===== config.mk =====
export PLATFORM = sky130hd
export DESIGN_NAME = cart_mode_sequencer
export DESIGN_NICKNAME = d
export VERILOG_FILES = /design/src/rtl/cart_mode_pkg.sv /design/src/rtl/seq_matcher.sv /design/src/rtl/mode_ctrl.sv /design/src/rtl/cart_mode_sequencer.sv
export SDC_FILE = /design/constraint.sdc
export NUM_CORES = 1
export LEC_CHECK = 0
export BUFFER_PORTS_ARGS = -buffer_cell sky130_fd_sc_hd__buf_4
export CAP_MARGIN = 20
export CORE_ASPECT_RATIO = 0.8
export CORE_MARGIN = 2
export CORE_UTILIZATION = 45
export CTS_CLUSTER_DIAMETER = 150
export DETAILED_ROUTE_END_ITERATION = 6
export PLACE_DENSITY = 0.86
export SYNTH_ARGS = -nofsm -noshare
export SYNTH_HDL_FRONTEND = slang
export SYNTH_SLANG_ARGS = --single-unit

===== constraint.sdc =====
create_clock -name clk -period 3.75 [get_ports clk]
set_input_delay 0.375 -clock clk [delete_from_list [all_inputs] [get_ports clk]]
set_output_delay 0.375 -clock clk [all_outputs]
set_load 0.005 [all_outputs]

===== src/rtl/cart_mode_pkg.sv =====
package cart_mode_pkg;

  localparam int ADDR_W    = 32;
  localparam int MAIN_LEN  = 10;
  localparam int UNLK_LEN  = 4;
  localparam int MODE_STEP = 7;

  typedef enum logic [1:0] {
    MAP_ROM    = 2'd0,
    MAP_MEDIA  = 2'd1,
    MAP_RAM_RO = 2'd2,
    MAP_RAM_RW = 2'd3
  } map_e;

  typedef struct packed {
    logic valid;
    map_e map;
  } mode_dec_t;

  // address compare under a care-mask
  function automatic logic addr_match(input logic [ADDR_W-1:0] a,
                                      input logic [ADDR_W-1:0] pat,
                                      input logic [ADDR_W-1:0] mask);
    return ((a ^ pat) & mask) == '0;
  endfunction

  // low nibble of the mode code to a mapping
  function automatic mode_dec_t decode_mode(input logic [3:0] nib);
    mode_dec_t d;
    d.valid = 1'b1;
    d.map   = MAP_ROM;
    case (nib)
      4'h4:    d.map = MAP_ROM;
      4'h3:    d.map = MAP_MEDIA;
      4'h2:    d.map = MAP_RAM_RO;
      4'h6:    d.map = MAP_RAM_RW;
      default: d.valid = 1'b0;
    endcase
    return d;
  endfunction

  // high ROM offsets hidden while locked
  function automatic logic hi_blocked(input logic [ADDR_W-1:0] a,
                                      input int unsigned limit);
    return (a[31:25] == 7'h04) && (a[24:0] >= 25'(limit));
  endfunction

endpackage


===== src/rtl/seq_matcher.sv =====
module seq_matcher
  import cart_mode_pkg::*;
#(
  parameter int LEN = 4,
  localparam int SW = (LEN > 1) ? $clog2(LEN) : 1
) (
  input  logic                        clk,
  input  logic                        rst_n,
  input  logic                        enable,
  input  logic                        rd_valid,
  input  logic [ADDR_W-1:0]           addr,
  input  logic [LEN-1:0][ADDR_W-1:0]  pat,
  input  logic [LEN-1:0][ADDR_W-1:0]  mask,
  output logic [SW-1:0]               step,
  output logic                        step_hit,
  output logic                        done
);

  localparam logic [SW-1:0] LAST = SW'(LEN - 1);

  logic [SW-1:0] step_q;
  logic          cur_ok;
  logic          first_ok;

  always_comb begin
    cur_ok   = addr_match(addr, pat[step_q], mask[step_q]);
    first_ok = addr_match(addr, pat[0], mask[0]);
  end

  assign step_hit = enable && rd_valid && cur_ok;
  assign done     = step_hit && (step_q == LAST);
  assign step     = step_q;

  always_ff @(posedge clk) begin
    if (!rst_n || !enable) begin
      step_q <= '0;
    end else if (rd_valid) begin
      if (cur_ok)
        step_q <= (step_q == LAST) ? '0 : step_q + 1'b1;
      else
        step_q <= first_ok ? SW'(1) : '0;
    end
  end

endmodule


===== src/rtl/mode_ctrl.sv =====
module mode_ctrl
  import cart_mode_pkg::*;
(
  input  logic       clk,
  input  logic       rst_n,
  input  logic       cap_en,
  input  logic [3:0] cap_nib,
  input  logic       seq_done,
  input  logic       wr_hit,
  input  logic       unlk_done,
  output map_e       map_q,
  output logic       unlocked_q
);

  logic [3:0] pend_nib;
  mode_dec_t  dec;

  always_comb dec = decode_mode(pend_nib);

  always_ff @(posedge clk) begin
    if (!rst_n) begin
      pend_nib   <= 4'h4;
      map_q      <= MAP_ROM;
      unlocked_q <= 1'b0;
    end else begin
      if (cap_en) pend_nib <= cap_nib;
      if (wr_hit) begin
        map_q      <= MAP_RAM_RW;
        unlocked_q <= 1'b0;
      end else if (seq_done) begin
        if (dec.valid) map_q <= dec.map;
        unlocked_q <= 1'b0;
      end else if (unlk_done) begin
        unlocked_q <= 1'b1;
      end
    end
  end

endmodule


===== src/rtl/cart_mode_sequencer.sv =====
module cart_mode_sequencer
  import cart_mode_pkg::*;
#(
  parameter int DATA_W     = 16,
  parameter int LOCK_LIMIT = 32'h200
) (
  input  logic              clk,
  input  logic              rst_n,
  input  logic              rd_valid,
  input  logic              wr_valid,
  input  logic [31:0]       bus_addr,
  input  logic [15:0]       wr_data,
  input  logic [DATA_W-1:0] mem_rdata,
  output logic [DATA_W-1:0] bus_rdata,
  output logic [1:0]        map_sel,
  output logic              ram_writable,
  output logic              hi_unlocked
);

  localparam logic [ADDR_W-1:0] FULL = '1;
  localparam logic [ADDR_W-1:0] MODE_MASK = 32'hFF00_0001;
  localparam logic [ADDR_W-1:0] RW_ADDR = 32'h09FF_EFFE;
  localparam logic [15:0]       RW_KEY  = 16'hAA55;

  localparam logic [MAIN_LEN-1:0][ADDR_W-1:0] MAIN_PAT = {
    32'h0800_0000, 32'h0800_080E, 32'h0800_0000, 32'h0880_1B66,
    32'h0800_0000, 32'h0880_0612, 32'h0800_104A, 32'h0880_1FFC,
    32'h0800_000E, 32'h08E0_0002 };

  localparam logic [UNLK_LEN-1:0][ADDR_W-1:0] UNLK_PAT = {
    32'h0800_0188, 32'h0800_0188, 32'h0800_01E4, 32'h0800_01E4 };

  logic [MAIN_LEN-1:0][ADDR_W-1:0] main_mask;
  logic [UNLK_LEN-1:0][ADDR_W-1:0] unlk_mask;

  for (genvar i = 0; i < MAIN_LEN; i++) begin : g_main_mask
    assign main_mask[i] = (i == MODE_STEP) ? MODE_MASK : FULL;
  end
  for (genvar j = 0; j < UNLK_LEN; j++) begin : g_unlk_mask
    assign unlk_mask[j] = FULL;
  end

  logic [$clog2(MAIN_LEN)-1:0] main_step;
  logic [$clog2(UNLK_LEN)-1:0] unlk_step;
  logic main_hit, seq_done, unlk_hit, unlk_done, unlk_en;
  logic cap_en, wr_hit, rd_block;
  map_e map_q;
  logic unlocked_q;

  assign unlk_en = (map_q == MAP_ROM) && !unlocked_q;

  seq_matcher #(.LEN(MAIN_LEN)) u_main (
    .clk(clk), .rst_n(rst_n), .enable(1'b1), .rd_valid(rd_valid),
    .addr(bus_addr), .pat(MAIN_PAT), .mask(main_mask),
    .step(main_step), .step_hit(main_hit), .done(seq_done));

  seq_matcher #(.LEN(UNLK_LEN)) u_unlk (
    .clk(clk), .rst_n(rst_n), .enable(unlk_en), .rd_valid(rd_valid),
    .addr(bus_addr), .pat(UNLK_PAT), .mask(unlk_mask),
    .step(unlk_step), .step_hit(unlk_hit), .done(unlk_done));

  assign cap_en = main_hit && (main_step == ($clog2(MAIN_LEN))'(MODE_STEP));
  assign wr_hit = wr_valid && (bus_addr == RW_ADDR) && (wr_data == RW_KEY);

  mode_ctrl u_ctrl (
    .clk(clk), .rst_n(rst_n), .cap_en(cap_en), .cap_nib(bus_addr[4:1]),
    .seq_done(seq_done), .wr_hit(wr_hit), .unlk_done(unlk_done),
    .map_q(map_q), .unlocked_q(unlocked_q));

  assign rd_block = rd_valid && unlk_en && hi_blocked(bus_addr, LOCK_LIMIT);

  assign bus_rdata    = rd_block ? {DATA_W{1'b1}} : mem_rdata;
  assign map_sel      = map_q;
  assign ram_writable = (map_q == MAP_RAM_RW);
  assign hi_unlocked  = unlocked_q;

endmodule


* Word-level counts from Yosys, hierarchy flattened *
Memory sizes are Yosys's and may differ from the RTL's. A register that Yosys moved wholly into a read port is not among the register bits.
Cells that the tools add are included.

storage, ports and cells
  memory bits (read-only) = 1024
  memories = 2
  register bits = 13
  memory bits (writable) = 0
  bits of input ports = 68
  logic and storage cells = 77
  latch bits = 0

memories
  memory           words  width  read ports  clocked after memory_dff  write ports  line               source
  (no name shown)  16     32     1           1                         0            seq_matcher.sv:26  cur_ok = addr_match(addr, pat[step_q], mask[step_q]);
  (no name shown)  16     32     1           1                         0            seq_matcher.sv:26

cells by class
  order comparisons = 3
  multipliers = 0
  mux-type cells = 22
  divide/modulo/power cells = 0
  reduce and logical (&&, ||, !) cells = 25
  add/sub/neg operators = 2
  eq/ne operators = 11
  bitwise operators = 7
  shift operators = 0

operators by type and width
  kind                                                        number
  binary-select mux 32 bit (select 2 bit)                     2
  zero test 32 bit                                            4
  two-way mux 32 bit                                          4
  AND 32 bit                                                  2
  XOR 32 bit                                                  2
  == test 32 x 28 -> 1 bit, second input constant             1
  >= comparator 25 x 10 -> 1 bit, second input constant       1
  two-way mux 4 bit                                           6
  == test 16 bit, second input constant                       1
  two-way mux 16 bit                                          1
  == test 4 x 3 -> 1 bit, second input constant               3
  logical AND 1 bit                                           11
  two-way mux 2 bit                                           5
  == test 4 x 2 -> 1 bit, second input constant               2
  == test 7 x 3 -> 1 bit, second input constant               1
  inverter 6 bit                                              1
  one-hot mux 2 bit (3 select lines)                          1
  less-than comparator 4 x 5 -> 1 bit, second input constant  1
  inverter 5 bit                                              1
  adder 4 x 1 -> 4 bit, second input constant                 1
  == test 2 bit, second input constant                        2
  == test 4 bit, second input constant                        1
  nonzero test 2 bit                                          2
  OR reduction 4 bit                                          1
  9 further kinds                                             13

* Logic depth before layout (Yosys ltp) *
Gate-level depths: netlist (run 1).

  word-level depth = 9
  depth in mapped cells = 13
  gate-level depth less buffers = 13

* Hierarchy *
Synthesis (run 1) repeated with hierarchy kept, for this count alone.

unflattened totals
  cells, all modules = 1124
  area total of the unflattened synthesis = 9422.8 um^2

by module, submodules not included
  module                cells an instance  area each (um^2)  instances
  seq_matcher (u_main)  794                6616.3            1
  seq_matcher (u_unlk)  251                2040.7            1
  cart_mode_sequencer   49                 454.2             1
  mode_ctrl             30                 311.5             1

* Worst setup path after synthesis (run 1) *
OpenSTA, ideal clock, no wires.

  path kind = input to register
  start point = input port bus_addr[29]
  end point = register (tool-made name)
  required time = 3.629 ns
  stages on the path = 11
  path buffers = 0
  library setup time = 0.121 ns
  arrival time = 3.231 ns
  path slack = 0.399 ns
  cell sequence = or4_4 > or4_4 > or3_4 > o41ai_4 > mux2_2 > a31oi_1 > nor2_1 > inv_1 > ha_1 > mux2_1 > mux2_2

RTL lines
  what             line                       source
  start, declared  cart_mode_sequencer.sv:11  input logic [31:0] bus_addr,

==> key figures, run 1 <==
Logic synthesis
  – Mapped Area: 1710 um2
  – Syn Area/Cell: about 8.7 um2
  – Synth Area in Adders: 5.12%
  – Fraction of registers with async set/reset: 0%
  – Synth Register Bits: 25
  – Syn Nets: 271
  – Dominant synthesized flop cell: dfxtp_1
  – Post-synth top area share: about 29%
  – Mux contribution to synthesized area: 5.49%
  – Compound-Gate Fraction of Synth Area: about 15%
  – Yosys cell types: roughly 50
  – Area leader, netlist: dfxtp_1
  – Post-synthesis xor/xnor area fraction: 5.12%
  – Synth top area cells: dfxtp_1 (29%), or2_2 (6.6%), ha_1 (5.1%)
  – Simple-gate share of the synthesized area: between 30% and 40%
  – Post-synthesis sequential area ratio: between 20% and 30%
  – EDFF count, synth: 0
  – Cell count after synthesis: between 150 and 200
  – Yosys warnings: 0
  – Largest family of logic cells by synthesized area: simple AND/OR/NAND/NOR gates

Place
  – Number of port buffers: slightly below 90
  – Post-DP HPWL: 3970 um
  – Worst slack, placed: just over 0.06 ns
  – Routability cong.: about 0.89

Clock network
  – Clock sinks: 25
  – Clk_lat worst skew: between 0.2 and 0.3 ns
  – CTS tree: built
  – Maximum level of the CTS H-tree: 1
  – Clock-pin slew on the worst setup and hold paths: 0.09 ns
  – Max Root-Sink Buffers: 2
  – Hold-fix buffers at CTS: 0
  – Resized cells post-CTS: 0
  – CTS buffer count: 3
  – CTS root buf: clkbuf_8
  – Post-CTS setup buffers: 0

STA
  – Fin Hold WS: ~0.31 ns
  – Max-slew violation count: 0
  – Setup TNS Final: 0 ns
  – Worst setup margin: between 0.3 and 0.4 ns
  – Skew final: ~0.0026 ns
  – Slew headroom: 59.6%
  – Hold Vio Cnt, Final: 0
  – Setup violators final: 0
  – Fin crit share: 91.6%
  – Final min period: ~3.4 ns
  – Fmax: a little under 300 MHz
  – Worst-Margin Slew: between 0.6 and 0.7 ns
  – RSZ-0062 raised after global routing: no

Pwr
  – PwrDens: approximately 220 nW/um2
  – Maximum VDD drop: 0.000154 V
  – P_leak: around 0.0011 uW

Worst setup path
  – Crit path arrival time: 3.61 ns
  – Worst-path fanout max: 6
  – Reg2Reg Setup Slack: between 0.3 and 0.4 ns
  – Crit Path Category: flip-flop to flip-flop
  – Critical Path Start Type: flip-flop
  – Cell count of the worst reg-to-reg path: 11
  – Required time worst endpoint: about 3.9 ns
  – CP Capture Type: flip-flop

Drt
  – Residual DRC: 0
  – Vias per inst: 5.58
  – Wirelength per Cell: about 15 um
  – First-pass DRT Iterations: 4
  – Final wirelength: 4850 um
  – Vias post-DR: around 1,800
  – Routed Antenna Nets: 0
  – Initial DRC Count: 56

Floorplanning
  – DIE AREA: 4310 um2
  – Num ports: 88
  – Die height: between 50 and 60 um
  – Core area: around 3700 um2
  – Die width: about 73 um
  – Initial Util: between 40% and 50%
  – # rows: 20

Layout
  – Core Util, Final: 66.0%
  – P&R area growth vs syn: 43.9%
  – Share of cells above drive strength 1: between 40 and 50%
  – Fill cells: approximately 330
  – Number of nets in the layout: around 360
  – Antenna Cells: 0

Worst hold path
  – Hold Startpoint: rst_n
  – Hold Path Depth: 2
  – HP Class: input port to flip-flop
  – Hold endpoint: u_ctrl.pend_nib[2]$_SDFFE_PN1P_

Global routing
  – Initial antenna violation count: 0
  – GRT Util Overall: between 20 and 25%
  – Aggregate global routing overflow: 0
  – First-pass GRT wire length: ~7600 um
  – Vias in the first global route: approximately 1,600
  – Pin count of the biggest net entering global routing: 17

Job
  – Max-cap violations: 0

Status
  – Status: completed
-- worst max path at each step --
stage / cells after the start / slack [ns] / to / from
after floorplan: 11 / 0.40 / flip-flop / bus_addr[29]
after global placement: 12 / 0.18 / flip-flop / bus_addr[29]
after detailed placement: 12 / 0.06 / flip-flop / bus_addr[29]
after CTS: 11 / 0.33 / flip-flop / flip-flop
after global routing: 11 / 0.12 / flip-flop / flip-flop
final: 11 / 0.31 / flip-flop / flip-flop
-- cell usage after synthesis, types with 6 or more instances --
| master | n |
|---|---|
| dfxtp_1 | 25 |
| or2_2 | 18 |
| nand2_1 | 15 |
| nor2_1 | 14 |
| inv_1 | 9 |
| nand3_1 | 9 |
| xnor2_1 | 9 |
| ha_1 | 7 |
| nor4_1 | 7 |
| mux2i_1 | 6 |
| nor3_1 | 6 |
-- routing by layer --
metal  track usage, %  wire length (um)  vias to the layer above
li1                 -                 -                      900
met1             29.0              2040                      862
met2             39.4              2370                       73
met3             4.42               422                        2
met4             4.76                17                        0
met5                0                 0                        -
-- critical path, stage by stage (launching register included) --
cell      delay [ns]
dfxtp_1         0.37
xnor2_1         0.13
o211ai_1        0.10
or4_1           0.61
o41ai_4         0.57
mux2_2          0.25
a31oi_1         0.09
nor2_1          0.29
inv_1           0.13
ha_1            0.24
mux2_1          0.29
mux2_2          0.26
-- placed cells by master, fill, tap and decap left out, drive strengths merged, types with 2 or more instances in the layout --
cell type   n
clkbuf      3
mux2i       6
nor3        6
or2        18
nor2       14
ha          7
o21ai       3
or4         6
a31o        2
or3         6
xnor2       9
nand4       5
nor4bb      3
nand2      15
nor4        7
a21oi       3
a22oi       2
and3        2
nor2b       2
nand2b      4
nand3       9
a31oi       4
nand4b      3
a311oi      2
mux2        3
inv        10
a21o        2
and2        3
dfxtp      25
buf        87
-- kinds of logic after synthesis --
| family | count (synthesis) |
|---|---|
| buffers and inverters | 12 |
| and+or+nand+nor | 107 |
| DFF | 25 |
| muxes | 9 |
| AOI/OAI and AO/OA | 26 |
| adders and majority gates | 7 |
| xor gates and xnor gates | 10 |
-- power breakdown --
| group | total [uW] | internal (uW) | leakage, uW | switching, uW |
|---|---|---|---|---|
| Clock | 169 | 77.9 | 0.0000261 | 91.1 |
| Combinational | 110 | 71.2 | 0.000869 | 39.0 |
| Sequential | 265 | 265 | 0.000201 | 0.0000000263 |
| Total | 544 | 414 | 0.00110 | 130 |
-- through the flow --
stage | total power, uW | area [um2] | std cells
2_1_floorplan | 300 | 1710 | 196
3_3_place_gp | 379 | 2410 | 325
3_5_place_dp | 381 | 2410 | 325
4_1_cts | 550 | 2460 | 329
5_1_grt | 570 | 2460 | 329
6_report | 544 | 2460 | 329
-- layout make-up --
| cell class | count | area [um2] | share of cell area [%] |
|---|---|---|---|
| tap | 44 | 55.1 | 2.24 |
| clock buffer | 3 | 41.3 | 1.68 |
| inverter | 10 | 37.5 | 1.53 |
| sequential | 25 | 500 | 20.3 |
| timing repair buffer | 87 | 653 | 26.6 |
| clock inverter | 1 | 8.76 | 0.356 |
| multi-input combinational | 159 | 1160 | 47.3 |
(Power assumes the default switching activity.)
==> inputs of run 2 (changes only) <==
ABC_AREA = 1   (was unset)
CORE_UTILIZATION = 50   (was 45)
PLACE_DENSITY = 0.88   (was 0.86)
==> run 2 against run 1 <==
  * Non-clock buffer count is the same
  * Global-route usage grew 2.0 points
  * Final cell count grew 69%
  * Flip-flop and latch count is the same
  * Sequential share of layout area shrank 3.9 points
  * Synthesized cell count is 110% higher
  * Register-to-register slack improved by 1.2 ns
  * Worst setup slack improved by 0.92 ns
  * Via count grew 49%
  * First-iteration DRC count grew to 3.1 times the previous value
  * Utilization is 1.5 points higher
  * Count of clock-buffer cells in the layout rose by 1
  * Largest cell class unchanged
  * Highest routed layer unchanged
==> key figures, run 2 <==
Layout
  – P&R area growth vs syn: 32.0%
  – Number of nets in the layout: between 500 and 600
  – Share of cells above drive strength 1: about a quarter
  – Antenna Cells: 0
  – Cell Count, Final, Fillers Out: 557
  – Most common cell after layout, fill and taps aside: nand2_1
  – Most frequent cells in the layout: nand2_1 (131), buf_4 (87), inv_1 (86), nor2_1 (39), nand3_1 (35)
  – Fill cells: between 400 and 500
  – Core Util, Final: between 60 and 70%

Place
  – Routability cong.: a little under 0.9
  – Number of port buffers: a little under 90
  – Post-DP HPWL: 5300 um
  – DP Cell Count: about 550

STA
  – Setup violators final: 0
  – Hold Vio Cnt, Final: 0
  – RSZ-0062 raised after global routing: no
  – Max-slew violation count: 0
  – Slew headroom: approximately 32%
  – Worst-Margin Slew: 1.02 ns
  – Final min period: roughly 2.5 ns
  – Fmax: approximately 400 MHz
  – Fin Hold WS: between 0.3 and 0.4 ns
  – Setup TNS Final: 0 ns
  – Fin crit share: 67.0%
  – Skew final: approximately 0.0028 ns

Worst setup path
  – Critical Path Start Type: input port
  – CP Capture Type: output pin
  – CP max stage cell: o311ai_2
  – Crit Path Category: input port to output pin
  – Crit path arrival time: about 2.1 ns
  – CP Cell Sequence: buf_4, inv_1, nand3_1, nor2_1, nand3_1, o311ai_2, nand2_1, buf_4
  – Worst-path fanout max: 16
  – Largest stage delay on the critical path: roughly 0.89 ns
  – Required time worst endpoint: between 3 and 4 ns

Pwr
  – Maximum VDD drop: ~0.00018 V
  – Switching Fraction: about 28%
  – NetSw: approximately 170 uW
  – Clock power frac: ~25%
  – PwrDens: roughly 200 nW/um2
  – Reg power frac: 46.1%
  – Power share of the combinational group: 28.9%
  – P_int: between 400 and 500 uW
  – Power, Total: just over 600 uW
  – P_leak: between 0.0015 and 0.002 uW

Drt
  – Wirelength per Cell: 11.3 um
  – Routed Antenna Nets: 0
  – First-pass DRT Iterations: 5
  – Initial DRC Count: 172
  – Vias post-DR: between 2,000 and 3,000
  – Residual DRC: 0
  – Vias per inst: between 4 and 5
  – Final wirelength: 6320 um

Logic synthesis
  – Post-synth top area share: 21.7%
  – Cell count after synthesis: 410
  – Synth top area cells: dfxtp_1 (22%), nand2_1 (21%), inv_1 (14%)
  – Area leader, netlist: dfxtp_1
  – Fraction of registers with async set/reset: 0%
  – Post-synthesis sequential area ratio: a little over a fifth
  – Yosys cell types: 29
  – EDFF count, synth: 0
  – Dominant synthesized flop cell: dfxtp_1
  – Syn Nets: roughly 490
  – Top-count cell post-synth: nand2_1
  – Synth Register Bits: 25
  – Most frequent cells after synthesis: nand2_1 (131), inv_1 (86), nor2_1 (39)
  – Yosys warnings: 0
  – Mapped Area: between 2000 and 2500 um2
  – Syn Area/Cell: 5.63 um2

Clock network
  – CTS root buf: clkbuf_8
  – Hold-fix buffers at CTS: 0
  – Clock-pin slew on the worst setup and hold paths: about 0.08 ns
  – Maximum level of the CTS H-tree: 1
  – Clock sinks: 25
  – CTS tree: built
  – Clk_lat worst skew: 0.26 ns
  – Post-CTS setup buffers: 0
  – Max Root-Sink Buffers: 2
  – Resized cells post-CTS: 0
  – CTS buffer count: 3

Floorplanning
  – Core area: 4510 um2
  – # rows: 22
  – Die width: roughly 80 um
  – DIE AREA: between 5000 and 6000 um2
  – Initial Util: 51.1%
  – Die height: 64.8 um
  – Num ports: 88

Status
  – Status: completed

Global routing
  – Initial antenna violation count: 0
  – First-pass GRT wire length: 10,200 um
  – Vias in the first global route: 2,293
  – Aggregate global routing overflow: 0
  – Pin count of the biggest net entering global routing: 21
  – GRT Util Overall: between 20% and 30%

Job
  – Max-cap violations: 0

Worst hold path
  – HP Class: input port to flip-flop
## run 2: changes by cell type in the layout (fill, tap and decap cells not counted), sizes merged, moves of 4 or more
cell / delta
nand4: +10
nand2b: -4
or4: -6
a31oi: -4
a21oi: +8
nand2: +122
mux2i: -6
nand3: +33
or3: -6
or2: -16
xnor2: -9
nor2: +33
inv: +82
## run 2: critical path: cells and delay by family
| family | cells | cell delay, ns |
|---|---|---|
| and+or+nand+nor | 4 | 0.51 |
| AOI/OAI and AO/OA | 1 | 0.89 |
| buffers and inverters | 3 | 0.35 |
## run 2: per-stage QoR
stage | area, um2 | setup WS, ns
5_1_grt | 3050 | 1.06
6_report | 3050 | 1.24
3_3_place_gp | 3000 | 1.32
3_5_place_dp | 3000 | 1.24
4_1_cts | 3050 | 1.23
2_1_floorplan | 2310 | 1.88
## run 2: cells by family (layout without fill, tap and decap cells)
kind of cell | after synthesis | after routing | share of synthesized area, %
simple gates | 260 | 260 | 52.4
compound gates | 21 | 21 | 5.37
flops | 25 | 25 | 21.7
fa+ha+maj | 7 | 7 | 3.80
buf+inv | 97 | 184 | 16.7
## run 2: area by class of cell
cell class                 instances  area [um2]  share of cell area [%]
sequential                        25         500                    16.4
clock buffer                       4        45.0                    1.48
inverter                          93         350                    11.5
multi-input combinational        288        1420                    46.7
tap                               60        75.1                    2.47
timing repair buffer              87         653                    21.4
## run 2: power groups by stage
stage / logic, uW / clock network [uW] / registers (uW)
finish: 176 / 152 / 281
global route: 199 / 170 / 282
CTS: 176 / 155 / 280
detailed placement: 175 / 0 / 287
global placement: 171 / 0 / 286
floorplan: 82.9 / 0 / 284
## run 2: worst paths after layout
| check | startpoint | end | slack (ns) | cells after the start |
|---|---|---|---|---|
| worst max-delay path | bus_addr[15] | bus_rdata[13] | 1.24 | 8 |
| worst min-delay path | rst_n | u_ctrl.pend_nib[2]$_SDFFE_PN1P_ | 0.40 | 2 |
| worst max register to register | flip-flop | flip-flop | 1.47 | 14 |
| worst min register to register | u_ctrl.pend_nib[3]$_SDFFE_PN0P_ | u_ctrl.pend_nib[3]$_SDFFE_PN0P_ | 0.50 | 2 |
## run 2: layer usage
metal	vias to the layer above	track usage [%]	routed length (um)
li1	1442	-	-
met2	106	41.9	2840
met1	1181	33.5	2940
met4	0	4.24	52
met5	-	0	0
met3	8	2.92	483
